**config.mk**
```make
export PLATFORM = sky130hd
export DESIGN_NAME = dr_wchb_pipe
export DESIGN_NICKNAME = d
export VERILOG_FILES = /design/src/rtl/dr_pipe_pkg.sv /design/src/rtl/dr_celem.sv /design/src/rtl/dr_stage.sv /design/src/rtl/dr_wchb_pipe.sv
export SDC_FILE = /design/constraint.sdc
export NUM_CORES = 1
export LEC_CHECK = 0
export BUFFER_PORTS_ARGS = -buffer_cell sky130_fd_sc_hd__clkbuf_2
export CORE_AREA = 2 2 39 41
export CTS_BUF_LIST = sky130_fd_sc_hd__clkbuf_16
export CTS_CLUSTER_SIZE = 20
export DETAILED_ROUTE_END_ITERATION = 8
export DIE_AREA = 0 0 41 43
export MAX_ROUTING_LAYER = met4
export PLACE_DENSITY = 0.53
export SLEW_MARGIN = 15
export SYNTH_ARGS = -nofsm -noshare
export SYNTH_HDL_FRONTEND = slang
export SYNTH_HIERARCHICAL = 1
export SYNTH_SLANG_ARGS = --single-unit
```
**constraint.sdc**
```tcl
create_clock -name clk -period 1.3 [get_ports clk]
set_clock_uncertainty 0.05 [all_clocks]
set_input_delay 0 -clock clk [delete_from_list [all_inputs] [get_ports clk]]
set_output_delay 0 -clock clk [all_outputs]
set_load 0.03 [all_outputs]
```
**src/rtl/dr_pipe_pkg.sv**
```systemverilog
package dr_pipe_pkg;

  typedef logic [1:0] dr_t;

  localparam dr_t DR_EMPTY = 2'b00;
  localparam dr_t DR_ZERO  = 2'b01;
  localparam dr_t DR_ONE   = 2'b10;

  // Muller C-element next state: follow when inputs agree, else keep
  function automatic logic c_next(input logic a, input logic b, input logic q);
    if (a && b)        return 1'b1;
    else if (!a && !b) return 1'b0;
    else               return q;
  endfunction

  // completion detect: high only when both rails are low (spacer held)
  function automatic logic empty_ack(input dr_t r);
    return ~(r[1] | r[0]);
  endfunction

endpackage

```
**src/rtl/dr_celem.sv**
```systemverilog
module dr_celem
  import dr_pipe_pkg::*;
(
  input  logic clk,
  input  logic rst_n,
  input  logic hold,
  input  logic a,
  input  logic b,
  output logic q
);

  always_ff @(posedge clk) begin
    if (!rst_n)     q <= 1'b0;
    else if (!hold) q <= c_next(a, b, q);
  end

endmodule

```
**src/rtl/dr_stage.sv**
```systemverilog
module dr_stage
  import dr_pipe_pkg::*;
(
  input  logic clk,
  input  logic rst_n,
  input  logic hold,
  input  dr_t  rail_in,
  input  logic ack_dn,
  output dr_t  rail_q,
  output logic ack_up
);

  for (genvar j = 0; j < 2; j++) begin : g_rail
    dr_celem u_c (
      .clk  (clk),
      .rst_n(rst_n),
      .hold (hold),
      .a    (rail_in[j]),
      .b    (ack_dn),
      .q    (rail_q[j])
    );
  end

  assign ack_up = empty_ack(rail_q);

endmodule

```
**src/rtl/dr_wchb_pipe.sv**
```systemverilog
module dr_wchb_pipe
  import dr_pipe_pkg::*;
#(
  parameter int NUM_STAGES = 3
) (
  input  logic                  clk,
  input  logic                  rst_n,
  input  logic [NUM_STAGES-1:0] stall,
  input  logic [1:0]            in_data,
  output logic                  in_ack,
  output logic [1:0]            out_data,
  input  logic                  out_ack
);

  localparam int LAST = NUM_STAGES - 1;

  // named internal events, visible to the bound checker
  logic [NUM_STAGES-1:0][1:0] stage_q;
  logic [NUM_STAGES-1:0][1:0] rail_in;
  logic [NUM_STAGES-1:0]      ack_up;
  logic [NUM_STAGES-1:0]      ack_nxt;

  for (genvar i = 0; i < NUM_STAGES; i++) begin : g_stage
    if (i == 0) begin : g_head
      assign rail_in[i] = in_data;
    end else begin : g_body
      assign rail_in[i] = stage_q[i-1];
    end

    if (i == LAST) begin : g_tail
      assign ack_nxt[i] = out_ack;
    end else begin : g_link
      assign ack_nxt[i] = ack_up[i+1];
    end

    dr_stage u_stage (
      .clk    (clk),
      .rst_n  (rst_n),
      .hold   (stall[i]),
      .rail_in(rail_in[i]),
      .ack_dn (ack_nxt[i]),
      .rail_q (stage_q[i]),
      .ack_up (ack_up[i])
    );
  end

  assign in_ack   = ack_up[0];
  assign out_data = stage_q[LAST];

endmodule

```
==> run metrics, run 1 <==
hold path depth 3; total power 0.741 mW; Finish-stage setup viols 0; CP Data Arrival Time 1.20 ns; worst rel slew slack 85.4%; dominant cell type by area after synthesis dfxtp_1; worst min path class primary input to flop; number of synthesized flops with an enable pin 0; Data required, critical path 1.36 ns; sequential power share 26.0%; Synth Warn # 6; first-pass GRT wire length 1.19 mm; CTS Buffer Depth 2; io pins 11; FMAX 872 MHz; Max-Cap Viols 0; clock share of power 66.6%; max reg flops 6; Final Hold Fails 0; synthesized cell area 319 um2; Hold Startpoint in_data[0]; syn_nets 47; XOR/XNOR Fraction of Synth Area 0%; Reg with most FFs g_stage.u_stage/g_rail.u_c/q; vias in the first global route 296; remaining antenna violation count 0; number of synthesized register bits 6; fin crit share 88.2%; TNS Setup 0 ns; Compound-Gate Fraction of Synth Area 28.2%; total grt overflow 0; leakage 0.210 nW; outcome complete, no violations; proportion of netlist area held by the largest area contributor 37.6%; asr flop ratio synth 0%; RSZ-0062 raised after global routing false; Worst-path clk slew 0.03 ns; GRT Overall Usage 11.0%; worst skew pair latency 0.23 ns; utilization of the core after routing 36.3%; die area 1760 um2; Synth Area in Simple Gates 10.6%; Synth area leaders dfxtp_1, ha_1, o211ai_1; crit-path max FO 3; Slew @ Worst Pin 0.219 ns; wire per inst 10.5 um; drt pass-1 iters 3; worst setup margin 0.153 ns; Vias/cell 4.86; CTS tree built; core area 1380 um2; initial antenna violation count 0; DR iter-0 viols 3; FP Rows 14; routed vias 316; Root Buffer clkbuf_16; combinational fraction of design power 7.4%; Min Clock Period, post-route 1.15 ns; final wirelength 683 um; Sw Share 17.9%; ys flop type dfxtp_1; dpl ws 0.110 ns; crit end category flop; share of cells above drive strength 1 34.7%; Final Max Slew Viols 0; fill count 140; critical path class flop to flop; Seq/Total Area, Yosys 37.6%; worst reg-to-reg setup slack 0.15 ns; Die Ht 43 um; Worst Setup Start Kind flop; power per cell area 1480 nW/um2; Clock Sinks 6; Worst Reg2Reg Path Length in Cells 4; cts bufs inserted 3; die width 41 um; Area growth syn-to-layout 57.3%; Worst R2R Start g_stage[1].u_stage/g_rail[1].u_c/q; Routability Congestion 0.710; largest registers g_stage.u_stage/g_rail.u_c/q: 6 flops; ant diodes 0; Reg-to-Reg End g_stage[0].u_stage/g_rail[1].u_c/q; Initial Utilization 23.1%; largest family of logic cells by synthesized area compound AO/OA/AOI/OAI gates; DRC errors left 0; H-tree Lvls 1; P_sw 0.133 mW; hold endpoint g_stage[0].u_stage/g_rail[0].u_c/q; Pint 0.608 mW; largest net degree at the start of global routing 13; commonest cells in the netlist dfxtp_1, ha_1, nand2_1, o211ai_1, o31ai_1; Syn Inst Count 33; worst vdd rail ir drop 0.722 mV; mux share of post-synthesis cell area 0%; Adder-Cell Fraction of Synth Area 23.5%; Cell variety after synth 6; PortBufs 10; Setup Buffers After CTS 0; Avg Synthesized Cell Area 9.67 um2; Final #Nets 65
==> cell usage in the layout (no fill, tap or decap) <==
| cell type | count |
|---|---|
| o211ai_1 | 6 |
| o31ai_1 | 6 |
| dlygate4sd3_1 | 3 |
| nor2_2 | 2 |
| nor2_1 | 1 |
| dfxtp_2 | 2 |
| ha_1 | 6 |
| clkbuf_2 | 10 |
| dfxtp_1 | 4 |
| clkbuf_16 | 3 |
| nand2_1 | 6 |
==> critical path, cell delays in order (launching register included) <==
cell      delay (ns)
dfxtp_1         0.37
nor2_2          0.06
ha_1            0.29
o211ai_1        0.17
o31ai_1         0.09
==> how the worst max path moves through the flow <==
stage                                             from                                 end  depth (start not counted)
floorplan           g_stage[2].u_stage/g_rail[0].u_c/q  g_stage[1].u_stage/g_rail[0].u_c/q                          4
global placement    g_stage[2].u_stage/g_rail[0].u_c/q  g_stage[1].u_stage/g_rail[0].u_c/q                          4
detailed placement  g_stage[1].u_stage/g_rail[1].u_c/q  g_stage[0].u_stage/g_rail[0].u_c/q                          4
CTS                 g_stage[1].u_stage/g_rail[1].u_c/q  g_stage[0].u_stage/g_rail[1].u_c/q                          4
global route        g_stage[2].u_stage/g_rail[0].u_c/q  g_stage[1].u_stage/g_rail[0].u_c/q                          4
finish              g_stage[1].u_stage/g_rail[1].u_c/q  g_stage[0].u_stage/g_rail[1].u_c/q                          4
==> per-stage QoR <==
step / cells / hold slack, ns / instance area (um2)
final: 65 / 0.0626 / 502
after global routing: 65 / 0.0873 / 502
after CTS: 65 / 0.0638 / 497
after global placement: 59 / 0.186 / 392
after detailed placement: 59 / 0.188 / 392
after floorplan: 33 / 0.0424 / 322
==> power by group through the flow <==
| stage | registers (mW) | clock network [mW] | logic [mW] |
|---|---|---|---|
| detailed placement | 0.195 | 0 | 0.0484 |
| CTS | 0.192 | 0.505 | 0.0558 |
| global route | 0.193 | 0.516 | 0.0636 |
| finish | 0.192 | 0.493 | 0.0551 |
| global placement | 0.195 | 0 | 0.0478 |
| floorplan | 0.194 | 0 | 0.0226 |
==> cells by family (layout without fill, tap and decap cells) <==
kind of cell             after synthesis  in the layout
AO/OA/AOI/OAI                         12             12
adder cells (fa/ha/maj)                6              6
buffers and inverters                  0             16
flip-flops                             6              6
AND/OR/NAND/NOR                        9              9
==> what timing repair did <==
item                                    4_1_cts  5_1_grt
endpoints found under the setup margin        0        2
gates resized for setup                       0        2
hold endpoints to repair                      6        0
hold buffers                                  3        0
==> routing by layer <==
layer  wire (um)  global-route usage [%]  vias up
li1            -                       -      162
met1         286                    10.9      140
met2         320                    15.3       12
met3          69                    7.85        2
met4           7                    6.00        0
met5           0                       -        -
==> cell type report <==
type,instances,area [um2],area share [%]
Sequential cell,6,123,24.4
Multi-Input combinational cell,27,204,40.6
Clock buffer,3,75.1,15.0
Timing Repair Buffer,13,80.1,16.0
Tap cell,16,20.0,3.99
No activity file was read; power rests on OpenSTA's default activity.
==> inputs of run 2 (changes only) <==
CTS_BUF_LIST = sky130_fd_sc_hd__clkbuf_8 sky130_fd_sc_hd__clkbuf_16   (was sky130_fd_sc_hd__clkbuf_16)
==> run metrics, run 2 (same netlist as run 1, synthesis figures left out) <==
CP bufs+invs 0 (unchanged); hold path depth 3 (unchanged); Root Buffer clkbuf_8 (was clkbuf_16); worst rel slew slack 85.6% (was 85.4%); Worst-path clk slew 0.04 ns (was 0.03 ns); DR iter-0 viols 2 (was 3); PortBufs 10 (unchanged); TNS Setup 0 ns (unchanged); met1 WL 272 um (was 286 um); Initial Utilization 23.1% (unchanged); Reg with most FFs g_stage.u_stage/g_rail.u_c/q (unchanged); clock share of power 53.0% (was 66.6%); Pint 0.413 mW (was 0.608 mW); FP Rows 14 (unchanged); commonest non-fill, non-tap cell in the layout clkbuf_2 (unchanged); Placed Cells 59 (unchanged); Worst Setup Start Kind flop (unchanged); io pins 11 (unchanged); drt pass-1 iters 2 (was 3); Min Clock Period, post-route 1.15 ns (about the same); CP top delay family flip-flops (unchanged); first-pass GRT wire length 1.19 mm (unchanged); largest net degree at the start of global routing 13 (unchanged); WL met2 320 um (unchanged); outcome complete, no violations (unchanged); crit-path max FO 3 (unchanged); Slowest-stage cell, CP dfxtp_1 (unchanged); critical path class flop to flop (unchanged); fin crit share 88.6% (was 88.2%); hold endpoint g_stage[0].u_stage/g_rail[0].u_c/q (unchanged); Final #Nets 65 (unchanged); Routability Congestion 0.710 (unchanged); leakage 0.195 nW (was 0.210 nW); power per cell area 1120 nW/um2 (was 1480 nW/um2); FMAX 869 MHz (was 872 MHz); CTS tree built (unchanged); P_sw 0.113 mW (was 0.133 mW); Area growth syn-to-layout 46.7% (was 57.3%); Clock Sinks 6 (unchanged); largest registers g_stage.u_stage/g_rail.u_c/q: 6 flops (unchanged); Worst Reg2Reg Path Length in Cells 4 (unchanged); Worst R2R Start g_stage[1].u_stage/g_rail[1].u_c/q (unchanged); Finish-stage setup viols 0 (unchanged); Slew @ Worst Pin 0.216 ns (was 0.219 ns); Vias/cell 4.91 (was 4.86); cts bufs inserted 3 (unchanged); combinational fraction of design power 10.5% (was 7.4%); final wirelength 675 um (was 683 um); GRT Overall Usage 11.0% (unchanged); CP Data Arrival Time 1.20 ns (about the same); metal3 WL 74 um (was 69 um); max reg flops 6 (unchanged); share of cells above drive strength 1 34.7% (unchanged); Hold Startpoint in_data[0] (unchanged); wire per inst 10.4 um (was 10.5 um); Max stage delay on crit path 0.38 ns (was 0.37 ns); H-tree Lvls 1 (unchanged); Setup Buffers After CTS 0 (unchanged); Reg-to-Reg End g_stage[0].u_stage/g_rail[1].u_c/q (unchanged); vias in the first global route 296 (unchanged); RSZ-0062 raised after global routing false (unchanged); crit end category flop (unchanged); Max-Cap Viols 0 (unchanged); total grt overflow 0 (unchanged); worst min path class primary input to flop (unchanged); Data required, critical path 1.35 ns (was 1.36 ns); Max Used Layer met4 (unchanged); Final Max Slew Viols 0 (unchanged); CTS Buffer Depth 2 (unchanged); sequential power share 36.5% (was 26.0%); Final Hold Fails 0 (unchanged); worst skew pair latency 0.22 ns (was 0.23 ns); DRC errors left 0 (unchanged); initial antenna violation count 0 (unchanged); routed vias 319 (was 316); die area 1760 um2 (unchanged); ant diodes 0 (unchanged); worst vdd rail ir drop 0.521 mV (was 0.722 mV); core area 1380 um2 (unchanged); Sw Share 21.6% (was 17.9%); most frequent cells in the layout clkbuf_2, nand2_1, o211ai_1, o31ai_1, ha_1 (unchanged); remaining antenna violation count 0 (unchanged); die width 41 um (unchanged); Die Ht 43 um (unchanged); worst-path cell chain nor2_2 > ha_1 > o211ai_1 > o31ai_1 (unchanged); fin cells 65 (unchanged); worst reg-to-reg setup slack 0.15 ns (about the same)
==> run 2: worst register-to-register path: stages, from the launching register on <==
cell and delay (ns):
dfxtp_1 0.38, nor2_2 0.06, ha_1 0.29, o211ai_1 0.17
o31ai_1 0.09
==> run 2: metrics by stage <==
step                      instance area, um2  hold slack (ns)  util (%)  power [mW]  worst slack [ns]
after floorplan                          322           0.0424         -       0.216             0.103
after global placement                   392            0.186      28.3       0.243             0.118
after detailed placement                 392            0.188      28.3       0.243             0.110
after CTS                                463           0.0653      33.5       0.538             0.110
after global routing                     468           0.0877      33.8       0.555            0.0259
final                                    468           0.0658      33.8       0.526             0.149
==> run 2: area by class of cell <==
class                      instances  area [um2]
clock buffer                       3        41.3
multi-input combinational         27         204
fill                             144         916
sequential                         6         123
timing repair buffer              13        80.1
tap                               16        20.0
==> run 2: power by group through the flow <==
stage                     Combinational (mW)  Clock [mW]  Sequential (mW)
after global placement                0.0478           0            0.195
after floorplan                       0.0226           0            0.194
final                                 0.0550       0.279            0.192
after detailed placement              0.0484           0            0.195
after global routing                  0.0636       0.299            0.193
after CTS                             0.0558       0.290            0.192
==> run 2: how the worst max path moves through the flow <==
| stage | slack [ns] | cells after the start | startpoint | endpoint |
|---|---|---|---|---|
| after detailed placement | 0.11 | 4 | g_stage[1].u_stage/g_rail[1].u_c/q | g_stage[0].u_stage/g_rail[0].u_c/q |
| after global placement | 0.12 | 4 | g_stage[2].u_stage/g_rail[0].u_c/q | g_stage[1].u_stage/g_rail[0].u_c/q |
| final | 0.15 | 4 | g_stage[1].u_stage/g_rail[1].u_c/q | g_stage[0].u_stage/g_rail[1].u_c/q |
| after global routing | 0.03 | 4 | g_stage[2].u_stage/g_rail[0].u_c/q | g_stage[1].u_stage/g_rail[0].u_c/q |
| after CTS | 0.11 | 4 | g_stage[1].u_stage/g_rail[1].u_c/q | g_stage[0].u_stage/g_rail[1].u_c/q |
| after floorplan | 0.10 | 4 | g_stage[2].u_stage/g_rail[0].u_c/q | g_stage[1].u_stage/g_rail[0].u_c/q |
==> run 2: routing by layer <==
metal  GRT usage (%)  vias to the layer above
met5               -                        -
met1            10.9                      143
met3            7.85                        2
met2            15.3                       12
li1                -                      162
met4            6.00                        0
==> run 2: timing repair <==
item	4_1_cts	5_1_grt
gates resized for setup	0	2
hold buffers	3	0
setup endpoints to repair	0	2
hold endpoints to repair	6	0
==> inputs of run 3 (changes only) <==
CELL_PAD_IN_SITES_DETAIL_PLACEMENT = 1   (was default)
CELL_PAD_IN_SITES_GLOBAL_PLACEMENT = 1   (was default)
PLACE_DENSITY = 0.64   (was 0.53)
==> run metrics, run 3 (same netlist as run 1, synthesis figures left out) <==
outcome complete, no violations (unchanged); Placed Cells 59 (unchanged); CTS tree built (unchanged); total grt overflow 0 (unchanged); clock share of power 53.3% (was 53.0%); DRC errors left 0 (unchanged); worst min path class primary input to flop (unchanged); Max stage delay on crit path 0.32 ns (was 0.38 ns); worst rel slew slack 84.7% (was 85.6%); remaining antenna violation count 0 (unchanged); routed vias 327 (was 319); drt pass-1 iters 4 (was 2); H-tree Lvls 1 (unchanged); die area 1760 um2 (unchanged); cts bufs inserted 3 (unchanged); TNS Setup 0 ns (unchanged); combinational fraction of design power 10.5% (about the same); final wirelength 748 um (was 675 um); RSZ-0062 raised after global routing false (unchanged); vias in the first global route 280 (was 296); CP Data Arrival Time 1.27 ns (was 1.20 ns); core area 1380 um2 (unchanged); share of cells above drive strength 1 30.6% (was 34.7%); Finish-stage setup viols 0 (unchanged); FMAX 821 MHz (was 869 MHz); Final Max Slew Viols 0 (unchanged); largest registers g_stage.u_stage/g_rail.u_c/q: 6 flops (unchanged); sequential power share 36.2% (was 36.5%); PortBufs 10 (unchanged); worst skew pair latency 0.22 ns (about the same); Worst Reg2Reg Path Length in Cells 4 (unchanged); crit end category flop (unchanged); fin cells 65 (unchanged); Worst-path clk slew 0.04 ns (about the same); commonest non-fill, non-tap cell in the layout clkbuf_2 (unchanged); max reg flops 6 (unchanged); Max-Cap Viols 0 (unchanged); CP bufs+invs 0 (unchanged); GRT Overall Usage 11.3% (was 11.0%); Min Clock Period, post-route 1.22 ns (was 1.15 ns); Final #Nets 65 (unchanged); initial antenna violation count 0 (unchanged); Vias/cell 5.03 (was 4.91); leakage 0.193 nW (was 0.195 nW); most frequent cells in the layout clkbuf_2, nand2_1, o211ai_1, o31ai_1, ha_1 (unchanged); ant diodes 0 (unchanged); Slew @ Worst Pin 0.229 ns (was 0.216 ns); first-pass GRT wire length 1.21 mm (was 1.19 mm); Reg with most FFs g_stage.u_stage/g_rail.u_c/q (unchanged); Reg-to-Reg End g_stage[0].u_stage/g_rail[1].u_c/q (unchanged); Clock Sinks 6 (unchanged); Routability Congestion 0.695 (was 0.710); critical path class flop to flop (unchanged); Initial Utilization 23.1% (unchanged); Pint 0.413 mW (about the same); power per cell area 1140 nW/um2 (was 1120 nW/um2); P_sw 0.117 mW (was 0.113 mW); Worst R2R Start g_stage[1].u_stage/g_rail[0].u_c/q (was g_stage[1].u_stage/g_rail[1].u_c/q); worst vdd rail ir drop 0.441 mV (was 0.521 mV); FP Rows 14 (unchanged); CTS Buffer Depth 2 (unchanged); die width 41 um (unchanged); Root Buffer clkbuf_8 (unchanged); worst reg-to-reg setup slack 0.08 ns (was 0.15 ns); hold endpoint g_stage[0].u_stage/g_rail[0].u_c/q (unchanged); Sw Share 22.1% (was 21.6%); hold path depth 3 (unchanged); Data required, critical path 1.36 ns (was 1.35 ns); io pins 11 (unchanged); Worst Setup Start Kind flop (unchanged); HPWL Detailed 598 um; Die Ht 43 um (unchanged); Slowest-stage cell, CP dfxtp_1 (unchanged); cts repair resizes 0 (unchanged); Area growth syn-to-layout 45.1% (was 46.7%); crit-path max FO 3 (unchanged); fill count 175 (was 144); wire per inst 11.5 um (was 10.4 um); largest net degree at the start of global routing 13 (unchanged); CP top delay family flip-flops (unchanged); DR iter-0 viols 1 (was 2); Hold Startpoint in_data[0] (unchanged); Final Hold Fails 0 (unchanged); fin crit share 93.7% (was 88.6%); worst-path cell chain nor2_1 > ha_1 > o211ai_1 > o31ai_1 (was nor2_2 > ha_1 > o211ai_1 > o31ai_1)
-- run 3: cell count changes in the layout (fill, tap and decap cells not counted) --
cell,delta
nor2_2,-2
nor2_1,+2
-- run 3: power groups by stage --
stage	clock (mW)	combinational, mW	sequential, mW
2_1_floorplan	0	0.0226	0.194
3_3_place_gp	0	0.0489	0.195
3_5_place_dp	0	0.0496	0.195
4_1_cts	0.290	0.0567	0.192
5_1_grt	0.297	0.0624	0.192
6_report	0.282	0.0554	0.192
-- run 3: timing repair --
| item | 4_1_cts | 5_1_grt |
|---|---|---|
| setup buffers | 0 | 0 |
| endpoints found under the hold margin | 6 | 0 |
| hold buffers | 3 | 0 |
-- run 3: worst max-delay path by stage --
| stage | from | end | depth (start not counted) |
|---|---|---|---|
| 3_3_place_gp | g_stage[1].u_stage/g_rail[0].u_c/q | g_stage[0].u_stage/g_rail[0].u_c/q | 4 |
| 5_1_grt | g_stage[1].u_stage/g_rail[1].u_c/q | g_stage[0].u_stage/g_rail[1].u_c/q | 4 |
| 4_1_cts | g_stage[1].u_stage/g_rail[0].u_c/q | g_stage[0].u_stage/g_rail[1].u_c/q | 4 |
| 6_report | g_stage[1].u_stage/g_rail[0].u_c/q | g_stage[0].u_stage/g_rail[1].u_c/q | 4 |
| 2_1_floorplan | g_stage[2].u_stage/g_rail[0].u_c/q | g_stage[1].u_stage/g_rail[0].u_c/q | 4 |
| 3_5_place_dp | g_stage[1].u_stage/g_rail[0].u_c/q | g_stage[0].u_stage/g_rail[1].u_c/q | 4 |
-- run 3: metal layers --
metal  part of all wire (%)  track usage [%]  wire length [um]  vias to the layer above
met1                     46             12.9               341                      149
met2                     42             13.4               311                       12
met5                      0                -                 0                        -
met4                    4.5             12.0                34                        0
li1                       -                -                 -                      162
met3                    7.9             4.71                59                        4
-- run 3: tightest hold or removal path: stages --
cell	delay (ns)
clkbuf_2	0.08
ha_1	0.14
o31ai_1	0.07
-- run 3: final cells by class --
type	count	area [um2]	share of cell area, %
clock buffers	3	41.3	8.92
multi-input cells	27	199	43.0
flip-flops and latches	6	123	26.5
well taps	16	20.0	4.32
repair buffers	13	80.1	17.3
-- run 3: through the flow --
stage	total power, mW	instance area (um2)	utilization [%]	hold WS [ns]	worst slack (ns)
final	0.530	463	33.5	0.0675	0.0814
after detailed placement	0.245	392	28.3	0.198	0.0560
after floorplan	0.216	322	-	0.0424	0.103
after global placement	0.244	392	28.3	0.191	0.0832
after global routing	0.552	463	33.5	0.0848	0.00543
after CTS	0.538	463	33.5	0.0694	0.0525
